**src/rtl/sup_pkg.sv**
```systemverilog
// Shared constants and state type for the supply reset supervisor.
// Assumes all time ratios are expressed per capacitance unit, in ticks.
package sup_pkg;
    localparam int HOLD_PER_CAP = 1000;   // power-up hold, ticks
    localparam int FALL_PER_CAP = 100;    // descent top->bottom, ticks
    localparam int RISE_PER_CAP = 20;     // climb bottom->top, ticks
    localparam int TOP_PER_CAP  = 28;     // top level, counter steps
    localparam int BOT_PER_CAP  = 8;      // bottom level (0.4/1.4 of top)
    localparam int DOWN_DIV     = FALL_PER_CAP / RISE_PER_CAP;

    typedef enum logic [2:0] {
        SUP_OFF   = 3'd0,
        SUP_HOLD  = 3'd1,
        SUP_DOWN  = 3'd2,
        SUP_UP    = 3'd3,
        SUP_WDRST = 3'd4
    } sup_state_t;
endpackage

```
**src/rtl/sup_tick_gen.sv**
```systemverilog
// Prescaler: emits a one-clock tick every DIV clocks.
// Assumes DIV >= 1; DIV == 1 yields a tick on every clock.
module sup_tick_gen #(
    parameter int DIV = 4
) (
    input  logic clk,
    input  logic rst_n,
    output logic tick
);
    generate
        if (DIV == 1) begin : g_every
            assign tick = 1'b1;
        end else begin : g_div
            localparam int W = $clog2(DIV);
            logic [W-1:0] cnt;

            // Free-running divider counter.
            always_ff @(posedge clk) begin
                if (!rst_n) cnt <= '0;
                else if (cnt == W'(DIV - 1)) cnt <= '0;
                else cnt <= cnt + 1'b1;
            end

            assign tick = (cnt == W'(DIV - 1));

            a_r3_tick_spaced: assert property (@(posedge clk) disable iff (!rst_n)
                tick |=> !tick);
        end
    endgenerate
endmodule

```
**src/rtl/sup_kick_edge.sv**
```systemverilog
// Brings the asynchronous kick into the clock domain with two flops and
// flags its falling edge for one clock. Idle level after reset is high.
module sup_kick_edge (
    input  logic clk,
    input  logic rst_n,
    input  logic kick_raw,
    output logic kick_fall
);
    logic meta_q, sync_q, prev_q;

    // Two-flop synchronizer plus one delay stage for edge detection.
    always_ff @(posedge clk) begin
        if (!rst_n) begin
            meta_q <= 1'b1;
            sync_q <= 1'b1;
            prev_q <= 1'b1;
        end else begin
            meta_q <= kick_raw;
            sync_q <= meta_q;
            prev_q <= sync_q;
        end
    end

    assign kick_fall = prev_q & ~sync_q;

    a_r5_fall_single: assert property (@(posedge clk) disable iff (!rst_n)
        kick_fall |=> !kick_fall);
endmodule

```
**src/rtl/sup_supply_filter.sv**
```systemverilog
// Qualifies the supply: good only after supply_hi has been seen for
// GLITCH_CLKS consecutive clocks; dropped at once by supply_lo.
// Assumes supply_hi and supply_lo are never both high.
module sup_supply_filter #(
    parameter int GLITCH_CLKS = 8
) (
    input  logic clk,
    input  logic rst_n,
    input  logic above_hi,
    input  logic below_lo,
    output logic supply_ok
);
    localparam int W = $clog2(GLITCH_CLKS + 1);
    logic [W-1:0] run_cnt;

    // Persistence counter and accepted flag.
    always_ff @(posedge clk) begin
        if (!rst_n || below_lo) begin
            supply_ok <= 1'b0;
            run_cnt   <= '0;
        end else if (supply_ok) begin
            run_cnt   <= '0;
        end else if (above_hi) begin
            if (run_cnt == W'(GLITCH_CLKS - 1)) begin
                supply_ok <= 1'b1;
                run_cnt   <= '0;
            end else begin
                run_cnt <= run_cnt + 1'b1;
            end
        end else begin
            run_cnt <= '0;
        end
    end

    a_r2_ok_needs_hi: assert property (@(posedge clk) disable iff (!rst_n)
        $rose(supply_ok) |-> $past(above_hi));
    a_r1_lo_drops_ok: assert property (@(posedge clk) disable iff (!rst_n)
        below_lo |=> !supply_ok);
    a_r2_levels_exclusive: assert property (@(posedge clk) disable iff (!rst_n)
        !(above_hi && below_lo));
endmodule

```
**src/rtl/supply_watchdog_supervisor.sv**
```systemverilog
// Supply reset supervisor with a ramp-counter watchdog.
// A single up/down counter models the timing capacitor: it charges during
// power-up hold and watchdog reset, and discharges slowly while running.
// Assumes kick is asynchronous and supply levels are already digitized.
module supply_watchdog_supervisor #(
    parameter int CAP_UNITS   = 1,
    parameter int TICK_DIV    = 2,
    parameter int GLITCH_CLKS = 4
) (
    input  logic clk,
    input  logic rst_n,
    input  logic supply_hi,
    input  logic supply_lo,
    input  logic kick,
    output logic rst_out,
    output logic rst_out_n
);
    import sup_pkg::*;

    localparam int TOP_LVL    = TOP_PER_CAP * CAP_UNITS;
    localparam int BOT_LVL    = BOT_PER_CAP * CAP_UNITS;
    localparam int HOLD_TICKS = HOLD_PER_CAP * CAP_UNITS;
    localparam int CNT_W      = $clog2(TOP_LVL + 1);
    localparam int HOLD_W     = $clog2(HOLD_TICKS + 1);
    localparam int SUB_W      = $clog2(DOWN_DIV + 1);
    localparam logic [CNT_W-1:0]  TOP_C  = CNT_W'(TOP_LVL);
    localparam logic [CNT_W-1:0]  BOT_C  = CNT_W'(BOT_LVL);
    localparam logic [HOLD_W-1:0] HOLD_C = HOLD_W'(HOLD_TICKS - 1);
    localparam logic [SUB_W-1:0]  SUB_C  = SUB_W'(DOWN_DIV - 1);

    logic tick, kick_fall, supply_ok;
    sup_state_t state, nxt_state;
    logic [CNT_W-1:0]  ramp_cnt, nxt_cnt;
    logic [HOLD_W-1:0] hold_cnt, nxt_hold;
    logic [SUB_W-1:0]  sub_cnt, nxt_sub;

    sup_tick_gen #(.DIV(TICK_DIV)) u_tick (
        .clk(clk), .rst_n(rst_n), .tick(tick)
    );

    sup_kick_edge u_kick (
        .clk(clk), .rst_n(rst_n), .kick_raw(kick), .kick_fall(kick_fall)
    );

    sup_supply_filter #(.GLITCH_CLKS(GLITCH_CLKS)) u_filt (
        .clk(clk), .rst_n(rst_n), .above_hi(supply_hi), .below_lo(supply_lo),
        .supply_ok(supply_ok)
    );

    // Next-state and ramp-counter decision.
    always_comb begin
        nxt_state = state;
        nxt_cnt   = ramp_cnt;
        nxt_hold  = hold_cnt;
        nxt_sub   = sub_cnt;
        if (supply_lo || !supply_ok) begin
            nxt_state = SUP_OFF;
            nxt_cnt   = '0;
            nxt_hold  = '0;
            nxt_sub   = '0;
        end else begin
            case (state)
                SUP_OFF: nxt_state = SUP_HOLD;
                SUP_HOLD: if (tick) begin
                    if (ramp_cnt < TOP_C) nxt_cnt = ramp_cnt + 1'b1;
                    if (hold_cnt == HOLD_C) begin
                        nxt_state = SUP_DOWN;
                        nxt_cnt   = TOP_C;
                        nxt_hold  = '0;
                        nxt_sub   = '0;
                    end else begin
                        nxt_hold = hold_cnt + 1'b1;
                    end
                end
                SUP_DOWN: if (kick_fall) begin
                    nxt_state = SUP_UP;
                    nxt_sub   = '0;
                end else if (tick) begin
                    if (sub_cnt == SUB_C) begin
                        nxt_sub = '0;
                        nxt_cnt = ramp_cnt - 1'b1;
                        if (ramp_cnt <= BOT_C + 1'b1) nxt_state = SUP_WDRST;
                    end else begin
                        nxt_sub = sub_cnt + 1'b1;
                    end
                end
                SUP_UP, SUP_WDRST: if (tick) begin
                    if (ramp_cnt >= TOP_C - 1'b1) begin
                        nxt_cnt   = TOP_C;
                        nxt_state = SUP_DOWN;
                        nxt_sub   = '0;
                    end else begin
                        nxt_cnt = ramp_cnt + 1'b1;
                    end
                end
                default: nxt_state = SUP_OFF;
            endcase
        end
    end

    // State and counter registers.
    always_ff @(posedge clk) begin
        if (!rst_n) begin
            state    <= SUP_OFF;
            ramp_cnt <= '0;
            hold_cnt <= '0;
            sub_cnt  <= '0;
        end else begin
            state    <= nxt_state;
            ramp_cnt <= nxt_cnt;
            hold_cnt <= nxt_hold;
            sub_cnt  <= nxt_sub;
        end
    end

    assign rst_out   = (state != SUP_DOWN) && (state != SUP_UP);
    assign rst_out_n = ~rst_out;

    logic in_wd, running;
    assign in_wd   = (state == SUP_WDRST);
    assign running = (state == SUP_DOWN) || (state == SUP_UP);

    a_r1_lo_forces_reset: assert property (@(posedge clk) disable iff (!rst_n)
        supply_lo |=> rst_out);
    a_r6_cnt_in_range: assert property (@(posedge clk) disable iff (!rst_n)
        ramp_cnt <= TOP_C);
    a_r7_wd_starts_at_bottom: assert property (@(posedge clk) disable iff (!rst_n)
        $rose(in_wd) |-> (ramp_cnt == BOT_C));
    a_r3_release_at_top: assert property (@(posedge clk) disable iff (!rst_n)
        $rose(running) |-> (ramp_cnt == TOP_C));
    a_r5_run_above_bottom: assert property (@(posedge clk) disable iff (!rst_n)
        running |-> (ramp_cnt > BOT_C));
    a_r8_off_discharged: assert property (@(posedge clk) disable iff (!rst_n)
        (state == SUP_OFF) |-> (ramp_cnt == '0));
endmodule

```
**config.mk**
```make
export PLATFORM = sky130hd
export DESIGN_NAME = supply_watchdog_supervisor
export DESIGN_NICKNAME = d
export VERILOG_FILES = /design/src/rtl/sup_pkg.sv /design/src/rtl/sup_tick_gen.sv /design/src/rtl/sup_kick_edge.sv /design/src/rtl/sup_supply_filter.sv /design/src/rtl/supply_watchdog_supervisor.sv
export SDC_FILE = /design/constraint.sdc
export NUM_CORES = 1
export LEC_CHECK = 0
export ABC_AREA = 1
export BUFFER_PORTS_ARGS = -buffer_cell sky130_fd_sc_hd__buf_2
export CAP_MARGIN = 20
export CORE_UTILIZATION = 32
export CTS_CLUSTER_SIZE = 14
export DETAILED_ROUTE_END_ITERATION = 8
export SYNTH_ARGS = -nofsm -noshare
export SYNTH_HDL_FRONTEND = slang
export SYNTH_SLANG_ARGS = --single-unit
```
**constraint.sdc**
```tcl
create_clock -name clk -period 1.4 [get_ports clk]
set_clock_uncertainty 0.05 [all_clocks]
set_input_delay 0.28 -clock clk [delete_from_list [all_inputs] [get_ports clk]]
set_output_delay 0.28 -clock clk [all_outputs]
set_load 0.005 [all_outputs]
```
==> results of run 1 <==
[synth_stat cells (all sizes together)]
library cell  instances  area (µm²)
nand2                80       337.8
nor2                 51       231.5
inv                  36       135.1
dfxtp                29       580.6
nand3                26       172.7
a21oi                14       77.58
ha                    8       100.1
nand4                 8       50.05
nor3                  6       57.55
or2                   6       37.54
o21ai                 4       31.28
xnor2                 2       17.52
a22oi                 1       7.510
and2                  1       6.260
and3                  1       6.260
buf                   1       5.000
nand3b                1       20.02
xor2                  1       8.760
[cells by family (layout without fill, tap and decap cells)]
group	after synthesis	count (layout)	share of synthesized area, %
AOI/OAI and AO/OA	19	19	6.180
adders and majority gates	8	8	5.316
buffers and inverters	37	91	7.442
DFF	29	29	30.83
xor gates and xnor gates	3	3	1.396
and+or+nand+nor	180	180	48.84
[flip-flops by register name, summed over array words and instances, names as in the netlist, 3 cells and up]
register	flops
hold_cnt	10
ramp_cnt	5
state	3
sub_cnt	3
u_filt.run_cnt	3
[through the flow]
| step | total power [mW] | std cells | util [%] | TNS (ns) |
|---|---|---|---|---|
| after floorplan | 0.8690 | 276 | - | 0 |
| after global placement | 0.8863 | 392 | 41.89 | -0.5502 |
| after detailed placement | 0.8869 | 392 | 41.89 | -1.180 |
| after CTS | 1.674 | 400 | 45.03 | -0.2273 |
| after global routing | 1.701 | 402 | 47.63 | -2.032 |
| final | 1.642 | 402 | 47.63 | -0.5541 |
[worst max-delay path: stages (launching register included)]
cell and delay (ns):
sky130_fd_sc_hd__dfxtp_4 0.36, sky130_fd_sc_hd__ha_4 0.15, sky130_fd_sc_hd__nand2_4 0.05, sky130_fd_sc_hd__nor2_4 0.10, sky130_fd_sc_hd__nand3_4 0.15, sky130_fd_sc_hd__o21ai_4 0.33
sky130_fd_sc_hd__buf_6 0.16, sky130_fd_sc_hd__nor3_2 0.03
[layout make-up]
type                       instances  area (µm²)
fill                             563        2919
timing repair buffer              47       375.4
sequential                        29       603.1
clock buffer                       7       96.34
clock inverter                     1       5.005
tap                               72       90.09
multi-input combinational        210        1343
inverter                          36       142.6
[where the power goes]
group / internal [mW] / total [mW] / leakage [nW] / switching (mW)
logic: 0.0145 / 0.0332 / 0.943 / 0.0187
registers: 0.822 / 0.827 / 0.240 / 0.00500
clock network: 0.444 / 0.782 / 0.0542 / 0.338
total: 1.28 / 1.64 / 1.24 / 0.361
[final timing paths]
check | depth (start not counted) | slack (ns) | start | end
setup / recovery | 7 | -0.09 | hold_cnt[1] | hold_cnt[1]
hold / removal | 2 | 0.11 | rst_n | u_kick.prev_q
setup reg to reg | 7 | -0.09 | hold_cnt[1] | hold_cnt[1]
hold reg to reg | 2 | 0.36 | u_kick.sync_q | u_kick.prev_q
[timing repair]
| action | in CTS | in global routing |
|---|---|---|
| resized for setup | 21 | 40 |
| hold buffers | 0 | 0 |
| setup endpoints to repair | 20 | 21 |
| setup buffers | 0 | 2 |
| pin swaps | 9 | 13 |
[routing by layer]
metal | share of wire [%] | vias to the layer above
met5 | 0 | -
met4 | 1.6 | 0
met3 | 2.5 | 8
met2 | 48 | 27
met1 | 48 | 847
li1 | - | 980
==> results by group, run 1 <==
Outcome
  • Result of the run: finished with violations
  • Violations in the final reports: negative setup slack

Timing
  • Slew margin rel.: 79.86%
  • Final count of pins violating max slew: 0
  • RSZ-0062 raised after global routing: true
  • Number of hold-slack violations in the final timing report: 0
  • Setup violators final: 12
  • Hold_ws: 0.1132 ns
  • Achievable Freq: 672.1 MHz
  • Final critical-path share of the clock period: 106.3%
  • Worst slew pin tran: 0.3010 ns
  • Clock period minus worst slack: 1.488 ns
  • Final critical-path setup slack: -0.08787 ns

Cells and area
  • Final design area excluding fillers: 2655 µm²
  • NumNets Final: 342
  • Commonest cells after routing, fill and taps aside: sky130_fd_sc_hd__nand2_1, sky130_fd_sc_hd__nor2_1, sky130_fd_sc_hd__buf_4
  • Most common cell after layout, fill and taps aside: sky130_fd_sc_hd__nand2_1
  • Antenna Diode Count: 0
  • Ratio of cells with drive above 1 in the final layout: 42.73%
  • Area overhead of the layout relative to synthesis: 41.00%

Place
  • RePlAce Congestion: 0.7957
  • Area after detailed placement: 2335 µm²
  • Count of input and output buffers: 6
  • HPWL reported at the end of detailed placement: 3261 µm
  • Worst setup timing slack at the placement stage: -0.1302 ns

Drt
  • DRC marker count from the first detailed-route iteration: 57
  • Detailed Routing Iterations Pass 1: 4
  • Routed vias: 1862
  • Via density: 4.632
  • Number of antenna-violating nets in the routed design: 0
  • DRC violations left: 0
  • DR WL/cell: 10.90 µm
  • Routed Wire Length: 4383 µm

Flow run
  • Max-capacitance violation count: 0

Clock tree
  • CTS tree: yes
  • Clock Sink Count: 29
  • Clock latency at the later pin of the worst-skew pair: 0.28 ns
  • # H-tree levels: 2
  • Clock buffers created by TritonCTS: 5
  • Maximum count of clock buffers along a single path: 2
  • Register clock-pin slew on the reported worst setup and hold paths: 0.07 ns
  • CTS root buffer: sky130_fd_sc_hd__clkbuf_8

Critical path
  • Setup Crit Path Kind: reg2reg
  • Arrival @ worst endpoint: 1.61 ns
  • Critical path data required time: 1.52 ns
  • Critical Path Sink Type: register
  • Worst-path fanout max: 6
  • CP Launch Type: register

Logic synthesis
  • Number of instances in the synthesized netlist: 276
  • Count of unique library cells instantiated by Yosys: 29
  • Number of nets in the synthesized netlist: 289
  • Sequential share of the synthesized area: 30.83%
  • Post-synthesis instance area: 1883 µm²
  • Total of warnings raised by yosys: 0
  • Syn Area/Cell: 6.823 µm²
  • #FFs+latches synth: 29

GRT
  • Met2 Track Usage GR: 25.13%
  • Pin count of the biggest net entering global routing: 11
  • Antenna violations before repair: 0
  • Leftover overflow at the end of global routing: 0
  • Number of global-route vias before repair: 1684
  • Most congested layer reported by global routing: met2
  • Met1 usage: 18.39%
  • GRT Total Usage: 14.95%
  • Wire length of the first global-routing pass: 7341 µm
  • GR Util met3: 3.103%

Power and ir drop
  • Static Leakage: 1.237 nW
  • Power density over the cells: 618.4 nW/µm²
  • Max IR drop VDD: 0.5213 mV

Floorplan
  • I/O pin count: 7
  • Core Area: 5574 µm²
  • Die height: 78.71 µm
  • Total die area: 6195 µm²
  • X dimension of the die: 78.71 µm
  • Starting density of the core: 33.78%
  • Placement Rows: 27

Worst hold path
  • Path category of the worst min-delay check: in2reg
Note: power is estimated with default switching activity, not from simulation.
==> run 2, diff against run 1 <==
--- a/config.mk
+++ b/config.mk
@@ -11,6 +11,7 @@
 export CORE_UTILIZATION = 32
 export CTS_CLUSTER_SIZE = 14
 export DETAILED_ROUTE_END_ITERATION = 8
+export SETUP_SLACK_MARGIN = 0.2
 export SYNTH_ARGS = -nofsm -noshare
 export SYNTH_HDL_FRONTEND = slang
 export SYNTH_SLANG_ARGS = --single-unit
==> run 2 against run 1 <==
Compared with the run above: the flow still finishes with violations (negative setup slack); maximum frequency is 1.7% higher; final area is 1.8% higher; clock power is 11% higher; die area stayed put; setup slack better by 0.025 ns; non-clock buffer count stayed put; first-iteration DRC count is 120% higher; flip-flop and latch count stayed put; combinational power is 9.3% lower; power is 5.2% higher; clock-buffer cell count stayed put; highest routed layer unchanged.
==> results by group, run 2 (synthesis results as in run 1) <==
Outcome
  • Result of the run: finished with violations
  • Violations in the final reports: negative setup slack

GRT
  • Most congested layer reported by global routing: met2
  • Pin count of the biggest net entering global routing: 12 (+1)
  • Wire length of the first global-routing pass: 7279 µm (-0.84%)
  • Met1 usage: 19.20% (+0.82 points)
  • Antenna violations before repair: 0 (unchanged)
  • Number of global-route vias before repair: 1696 (+0.71%)
  • GR Util met3: 2.759% (-0.34 points)
  • Leftover overflow at the end of global routing: 0 (unchanged)
  • Met2 Track Usage GR: 24.09% (-1.0 points)
  • GRT Total Usage: 14.84% (-0.10 points)

Cells and area
  • Reg area: 605.6 µm² (+0.42%)
  • Filler Cell Count: 545 (-3.2%)
  • Post-route core utilization: 48.51% (+0.88 points)
  • Final design area excluding fillers: 2704 µm² (+1.8%)
  • Register with the most flip-flops: hold_cnt
  • Non-filler instance count after layout: 402 (unchanged)
  • Commonest cells after routing, fill and taps aside: sky130_fd_sc_hd__nand2_1, sky130_fd_sc_hd__nor2_1, sky130_fd_sc_hd__buf_4
  • Largest registers: hold_cnt (10), ramp_cnt (5)
  • Antenna Diode Count: 0 (unchanged)
  • Most common cell after layout, fill and taps aside: sky130_fd_sc_hd__nand2_1
  • NumNets Final: 342 (unchanged)
  • Multi-input gate area: 1374 µm² (+2.3%)
  • Flip-flop count of the largest register, all copies and words added: 10 (unchanged)
  • Ratio of cells with drive above 1 in the final layout: 44.55% (+1.8 points)
  • Area overhead of the layout relative to synthesis: 43.59%

Critical path
  • Largest stage delay on the critical path: 0.35 ns (about the same)
  • Arrival @ worst endpoint: 1.60 ns (about the same)
  • Worst-path fanout max: 7 (+1)
  • Critical Path Sink Type: register
  • Master of the slowest instance on the critical path: sky130_fd_sc_hd__dfxtp_2
  • CP Launch Type: register
  • Critical path data required time: 1.54 ns (+0.02 ns)
  • Cell Chain, Critical Path: ha_4 > nand2_4 > nor2_4 > nand3_4 > o21ai_4 > a21oi_1 > and2_1
  • Crit-path leading delay family: simple AND/OR/NAND/NOR gates
  • Setup Crit Path Kind: reg2reg
  • Total buffers and inverters traversed by the critical path: 0 (-1)

Place
  • Count of input and output buffers: 6 (unchanged)
  • Inst Count DP: 390 (-0.51%)
  • RePlAce Congestion: 0.8426 (+5.9%)
  • Area after detailed placement: 2372 µm² (+1.6%)
  • HPWL reported at the end of detailed placement: 3124 µm (-4.2%)
  • Worst setup timing slack at the placement stage: -0.08864 ns (+0.04154 ns)

Clock tree
  • CTS Hold Bufs: 0 (unchanged)
  • Maximum count of clock buffers along a single path: 2 (unchanged)
  • # H-tree levels: 2 (unchanged)
  • Register clock-pin slew on the reported worst setup and hold paths: 0.07 ns (about the same)
  • Clock buffers created by TritonCTS: 5 (unchanged)
  • CTS tree: yes
  • CTS root buffer: sky130_fd_sc_hd__clkbuf_8
  • Clock latency at the later pin of the worst-skew pair: 0.29 ns (about the same)
  • Clock Sink Count: 29 (unchanged)

Timing
  • Final critical-path share of the clock period: 104.5% (-1.8 points)
  • Worst slew pin tran: 0.2742 ns (-0.02682 ns)
  • Setup violators final: 12 (unchanged)
  • Number of hold-slack violations in the final timing report: 0 (unchanged)
  • Clock period minus worst slack: 1.463 ns (-0.02514 ns)
  • Post-Route Setup TNS: -0.3809 ns (+0.1732 ns)
  • RSZ-0062 raised after global routing: true
  • Achievable Freq: 683.7 MHz (+1.7%)
  • Final count of pins violating max slew: 0 (unchanged)
  • Hold_ws: 0.1208 ns (+0.007570 ns)
  • Slew margin rel.: 81.65% (+1.8 points)
  • Final critical-path setup slack: -0.06273 ns (+0.02514 ns)

Worst hold path
  • Path category of the worst min-delay check: in2reg

Floorplan
  • Die height: 78.71 µm (unchanged)
  • I/O pin count: 7 (unchanged)
  • Core Area: 5574 µm² (unchanged)
  • Starting density of the core: 33.78% (unchanged)
  • Placement Rows: 27 (unchanged)
  • X dimension of the die: 78.71 µm (unchanged)
  • Total die area: 6195 µm² (unchanged)

Power and ir drop
  • Static Leakage: 1.233 nW (-0.32%)
  • Power density over the cells: 639.1 nW/µm² (+3.3%)
  • Max IR drop VDD: 0.3999 mV (-23%)
  • Post-layout power: 1.728 mW (+5.2%)

Drt
  • Routed vias: 1834 (-1.5%)
  • DR WL/cell: 10.70 µm (-1.9%)
  • Via density: 4.562 (-1.5%)
  • Detailed Routing Iterations Pass 1: 4 (unchanged)
  • Number of antenna-violating nets in the routed design: 0 (unchanged)
  • DRC violations left: 0 (unchanged)
  • DRC marker count from the first detailed-route iteration: 125 (+120%)
  • Routed Wire Length: 4301 µm (-1.9%)

Flow run
  • Max-capacitance violation count: 0 (unchanged)
run 2: path summary, 6_finish.rpt:
check	startpoint	to	slack, ns	cells past startpoint
max	hold_cnt[1]	hold_cnt[7]	-0.06	7
max reg2reg	hold_cnt[1]	hold_cnt[7]	-0.06	7
min	rst_n	u_kick.prev_q	0.12	2
min reg2reg	u_kick.meta_q	u_kick.sync_q	0.37	1
run 2: cell type report:
| type | instances | share of cell area (%) |
|---|---|---|
| multi-input cells | 210 | 50.81 |
| flip-flops and latches | 29 | 22.40 |
| repair buffers | 47 | 13.74 |
| inverters | 36 | 5.460 |
| clock buffers | 7 | 3.980 |
| well taps | 72 | 3.332 |
| clock inverters | 1 | 0.2776 |
run 2: power breakdown:
part	internal (mW)	leakage [nW]	switching, mW	total [mW]
clock	0.506	0.0556	0.364	0.870
combinational	0.0135	0.937	0.0166	0.0301
sequential	0.822	0.241	0.00547	0.828
total	1.34	1.23	0.386	1.73
run 2: repair_timing:
| action | 4_1_cts | 5_1_grt |
|---|---|---|
| endpoints found under the setup margin | 23 | 26 |
| gates resized for setup | 10 | 48 |
| gates cloned | 0 | 0 |
| setup buffers | 2 | 2 |
| pin swaps | 3 | 23 |
run 2: layer usage:
| metal | wire length [µm] | vias to the layer above |
|---|---|---|
| li1 | - | 978 |
| met3 | 108 | 7 |
| met4 | 72 | 0 |
| met5 | 0 | - |
| met2 | 2064 | 20 |
| met1 | 2056 | 829 |
